$ cat src/rtl/stack_ctl.sv
module stack_ctl #(
  parameter int             AW     = 16,
  parameter int             DW     = 32,
  parameter logic [AW-1:0]  BOTTOM = 16'h0100,
  parameter logic [AW-1:0]  LIMIT  = 16'h00E0
) (
  input  logic          clk,
  input  logic          rst_n,
  input  logic          push_i,
  input  logic [DW-1:0] push_data_i,
  input  logic          pop_i,
  output logic [DW-1:0] pop_data_o,
  output logic          pop_valid_o,
  output logic          full_o,
  output logic          empty_o,
  output logic          overflow_o,
  output logic          underflow_o,
  output logic          conflict_o,
  output logic [AW-1:0] sp_o,
  output logic [AW-1:0] mem_addr_o,
  output logic [DW-1:0] mem_wdata_o,
  output logic          mem_we_o,
  input  logic [DW-1:0] mem_rdata_i
);
  localparam logic [AW-1:0] STEP     = AW'(4);
  localparam logic [AW-1:0] EMPTY_SP = BOTTOM + STEP;

  logic [AW-1:0] sp;
  logic both, do_push, do_pop;

  assign both    = push_i & pop_i;
  assign full_o  = (sp == LIMIT);
  assign empty_o = (sp == EMPTY_SP);
  assign do_push = push_i & ~pop_i & ~full_o;
  assign do_pop  = pop_i & ~push_i & ~empty_o;

  assign sp_o        = sp;
  assign mem_we_o    = do_push;
  assign mem_addr_o  = do_push ? sp - STEP : sp;
  assign mem_wdata_o = push_data_i;
  assign pop_data_o  = mem_rdata_i;

  always_ff @(posedge clk or negedge rst_n) begin
    if (!rst_n) begin
      sp          <= EMPTY_SP;
      pop_valid_o <= 1'b0;
      overflow_o  <= 1'b0;
      underflow_o <= 1'b0;
      conflict_o  <= 1'b0;
    end else begin
      if (do_push)     sp <= sp - STEP;
      else if (do_pop) sp <= sp + STEP;
      pop_valid_o <= do_pop;
      overflow_o  <= push_i & ~pop_i & full_o;
      underflow_o <= pop_i & ~push_i & empty_o;
      conflict_o  <= both;
    end
  end

  // pointer alignment and range
  p_aligned_r8: assert property (@(posedge clk) disable iff (!rst_n)
    sp_o[1:0] == 2'b00);
  p_in_range_r8: assert property (@(posedge clk) disable iff (!rst_n)
    (sp_o >= LIMIT) && (sp_o <= EMPTY_SP));

  // push lowers pointer by one word
  p_push_step_r2: assert property (@(posedge clk) disable iff (!rst_n)
    (push_i && !pop_i && !full_o) |=> (sp_o == $past(sp_o) - STEP) && !overflow_o);

  // refused push
  p_no_overflow_r3: assert property (@(posedge clk) disable iff (!rst_n)
    (push_i && !pop_i && full_o) |=> overflow_o && $stable(sp_o));
  p_full_no_write_r3: assert property (@(posedge clk) disable iff (!rst_n)
    full_o |-> !(mem_we_o && mem_addr_o < LIMIT));

  // pop returns data next cycle and raises pointer
  p_pop_step_r4: assert property (@(posedge clk) disable iff (!rst_n)
    (pop_i && !push_i && !empty_o) |=> pop_valid_o && (sp_o == $past(sp_o) + STEP));

  // refused pop
  p_underflow_r5: assert property (@(posedge clk) disable iff (!rst_n)
    (pop_i && !push_i && empty_o) |=> underflow_o && !pop_valid_o && $stable(sp_o));

  // simultaneous requests
  p_conflict_r6: assert property (@(posedge clk) disable iff (!rst_n)
    (push_i && pop_i) |=> conflict_o && !pop_valid_o && $stable(sp_o));
  p_conflict_no_write_r6: assert property (@(posedge clk) disable iff (!rst_n)
    (push_i && pop_i) |-> !mem_we_o);

  // status flags exclusive
  p_flags_r9: assert property (@(posedge clk) disable iff (!rst_n)
    !(full_o && empty_o));
endmodule

$ cat config.mk
export PLATFORM = sky130hd
export DESIGN_NAME = stack_ctl
export DESIGN_NICKNAME = d
export VERILOG_FILES = /design/src/rtl/stack_ctl.sv
export SDC_FILE = /design/constraint.sdc
export NUM_CORES = 1
export LEC_CHECK = 0
export BUFFER_PORTS_ARGS = -buffer_cell sky130_fd_sc_hd__clkbuf_2
export CAP_MARGIN = 10
export CELL_PAD_IN_SITES_DETAIL_PLACEMENT = 0
export CELL_PAD_IN_SITES_GLOBAL_PLACEMENT = 2
export CORE_UTILIZATION = 16
export CTS_BUF_LIST = sky130_fd_sc_hd__clkbuf_16
export CTS_CLUSTER_SIZE = 10
export DETAILED_ROUTE_END_ITERATION = 7
export PLACE_DENSITY = 0.77
export SYNTH_ARGS = -nofsm -noshare
export SYNTH_HDL_FRONTEND = slang
export SYNTH_SLANG_ARGS = --single-unit
$ cat constraint.sdc
create_clock -name clk -period 1.8 [get_ports clk]
set_input_delay 0.18 -clock clk [delete_from_list [all_inputs] [get_ports clk]]
set_output_delay 0.18 -clock clk [all_outputs]
set_load 0.05 [all_outputs]
==> metrics.txt <==
max cap viols 0; synthesized cell area 1780 um^2; Post-synth EDFFs 0; io pins 171; pre-CTS setup slack -0.242 ns; total die area 11600 um^2; FFs w/ async S/R, synth 1.00; nets 305; top cells by count, synth buf_4 (68), dfrtp_1 (16), xnor2_1 (13); R2R Setup Slk -0.15 ns; Crit Path Category reg2out; post-layout min period 2.22 ns; Vias per Instance 4.02; critical path's largest stage delay 0.62 ns; Hold WC Path Type in2reg; Netlist cell types 43; Tcrit/Tclk final 1.24; DIE WIDTH 108 um; Clk pin slew, worst setup/hold paths 0.06 ns; # rows 38; Final Hold Viols 0; largest net degree at the start of global routing 19; Top Family by Delay on Critical Path flip-flops; post-synth top area share 0.286; DRT Pass-1 Iters 4; peak supply drop 0.887 mV; DIE HEIGHT 108 um; vias in the first global route 1610; Final WS setup -0.424 ns; Reg-to-Reg Start sp_o[9]; CTS tree built; DRC viols 0; YS warnings 0; final wirelength 5.60 mm; Congestion Overflow GR 0; Worst Clk Skew 0.00244 ns; Leakage 1.26 nW; GP Congestion 0.750; WP depth 7; mean post-synth cell area 8.75 um^2; register bit total from synthesis 18; status finished, violations left; layout cell share with drive strength beyond 1 0.743; Setup violations, final 26; post-synthesis sequential area ratio 0.254; root buf cell clkbuf_16; ANT nets after route 0; first-pass GRT wire length 8.81 mm; Cells after Synth 204; PD cells 1820 nW/um^2; Setup crit start kind flop; RSZ-0062 raised after global routing yes; Clock Latency Late Sink 0.25 ns; number of I/O port buffers 38; WP data required 1.62 ns; synthesis-to-layout area growth 72.1%; TritonCTS Buffers 3; Crit. Startpoint sp_o[2]; Most used DFF post-synth dfrtp_1; Slew headroom 0.649; endpoint class of the critical path primary output; Core Footprint 10800 um^2; Reg2Reg Capture Point sp_o[11]; crit-path cells inv_4, ha_4, nor4b_4, a41oi_4, nand2_2, xnor2_4, buf_12; via count 1488; top cells by area, synth buf_4 (29%), dfrtp_1 (22%), xnor2_1 (6.4%); CTS H-tree lvls 1; Final TNS setup -6.05 ns; top-count cell post-synth buf_4; DR WL/cell 15.1 um; crit-path max FO 5; failing checks setup timing; TritonCTS Sinks 18; Iter 0 DRT Violations 31; CP max-delay cell dfstp_4; DP HPWL 4.08 mm; worst hold slack 0.289 ns; final antenna diode count 0; crit path capture mem_addr_o[5]; Starting Density 0.165; clk buf depth 2; GRT Overall Usage 0.0997; critical path buffer and inverter count 2; area leader, netlist buf_4; Least-Margin Pin Slew 0.525 ns; initial antenna violation count 0; f_max 450 MHz; R2R cell count 7; Slew Viols, Final 0; crit path DAT 2.04 ns
-- worst min path at each step --
stage	from	cells past startpoint	end	slack [ns]
after global placement	rst_n	1	sp_o[15]	0.17
after detailed placement	rst_n	1	sp_o[14]	0.18
after floorplan	rst_n	0	conflict_o	-0.12
after CTS	push_i	3	conflict_o	0.28
final	push_i	3	conflict_o	0.29
after global routing	push_i	3	conflict_o	0.32
-- stage by stage --
step / util / total power, mW / area [um^2] / std cells
6_report: 0.283 / 5.59 / 3070 / 370
5_1_grt: 0.283 / 5.84 / 3070 / 370
4_1_cts: 0.266 / 5.42 / 2890 / 366
3_5_place_dp: 0.228 / 4.49 / 2470 / 351
3_3_place_gp: 0.228 / 4.44 / 2470 / 351
2_1_floorplan: - / 3.46 / 2150 / 207
-- tightest hold or removal path: stages --
cell	delay, ns
clkbuf_2	0.09
buf_4	0.12
and2_1	0.12
-- where the power goes --
part           switching, mW  leakage (nW)  total [mW]  internal [mW]
Combinational           2.57          1.00        4.40           1.83
Clock                  0.166        0.0423       0.462          0.296
Sequential             0.152         0.219       0.727          0.575
-- metal layers --
| metal | vias to the layer above | track usage | wire length, um |
|---|---|---|---|
| li1 | 671 | - | - |
| met2 | 46 | 0.170 | 2900 |
| met3 | 29 | 0.0200 | 265 |
| met1 | 742 | 0.121 | 2250 |
| met4 | 0 | 0.0431 | 181 |
| met5 | - | 0 | 0 |
-- timing repair --
action | 4_1_cts | 5_1_grt
buffers inserted | 11 | 10
cloned | 1 | 0
resized for setup | 48 | 34
pin swaps | 29 | 25
setup endpoints to repair | 26 | 29
hold buffers | 1 | 0
endpoints found under the hold margin | 16 | 0
-- cells in the final DEF (no fill, tap or decap), types with 4 or more instances in the layout --
cell,netlist,final
ha_4,0,4
dfrtp_2,0,5
nor3_4,0,5
xnor2_1,13,6
buf_8,0,6
conb_1,1,4
xor2_2,0,4
clkbuf_2,0,21
nor2_1,7,5
nand2_2,0,5
buf_4,68,37
dfrtp_1,16,11
xnor2_4,0,6
xor2_1,11,5
nor4_4,0,4
nand3_1,7,4
buf_12,0,14
buf_6,1,15
-- layout make-up --
class / count / area [um^2]
clock buffer: 3 / 75.1
fill: 1139 / 7770
timing repair buffer: 94 / 932
multi-input combinational: 109 / 1400
tap: 140 / 175
inverter: 5 / 25.0
sequential: 18 / 463
clock inverter: 1 / 3.75
-- state kept, by name, summed over array words and instances (netlist names) --
register / count
sp_o: 14
conflict_o: 1
overflow_o: 1
pop_valid_o: 1
underflow_o: 1
-- cells by family after synthesis --
kind of cell / after synthesis / share of synthesized area
AOI/OAI and AO/OA: 17 / 0.0786
and+or+nand+nor: 56 / 0.180
other: 1 / 0.00210
buffers and inverters: 81 / 0.320
DFF: 18 / 0.254
adders and majority gates: 6 / 0.0421
muxes: 1 / 0.00561
xor gates and xnor gates: 24 / 0.118
No activity file was read; power rests on OpenSTA's default activity.
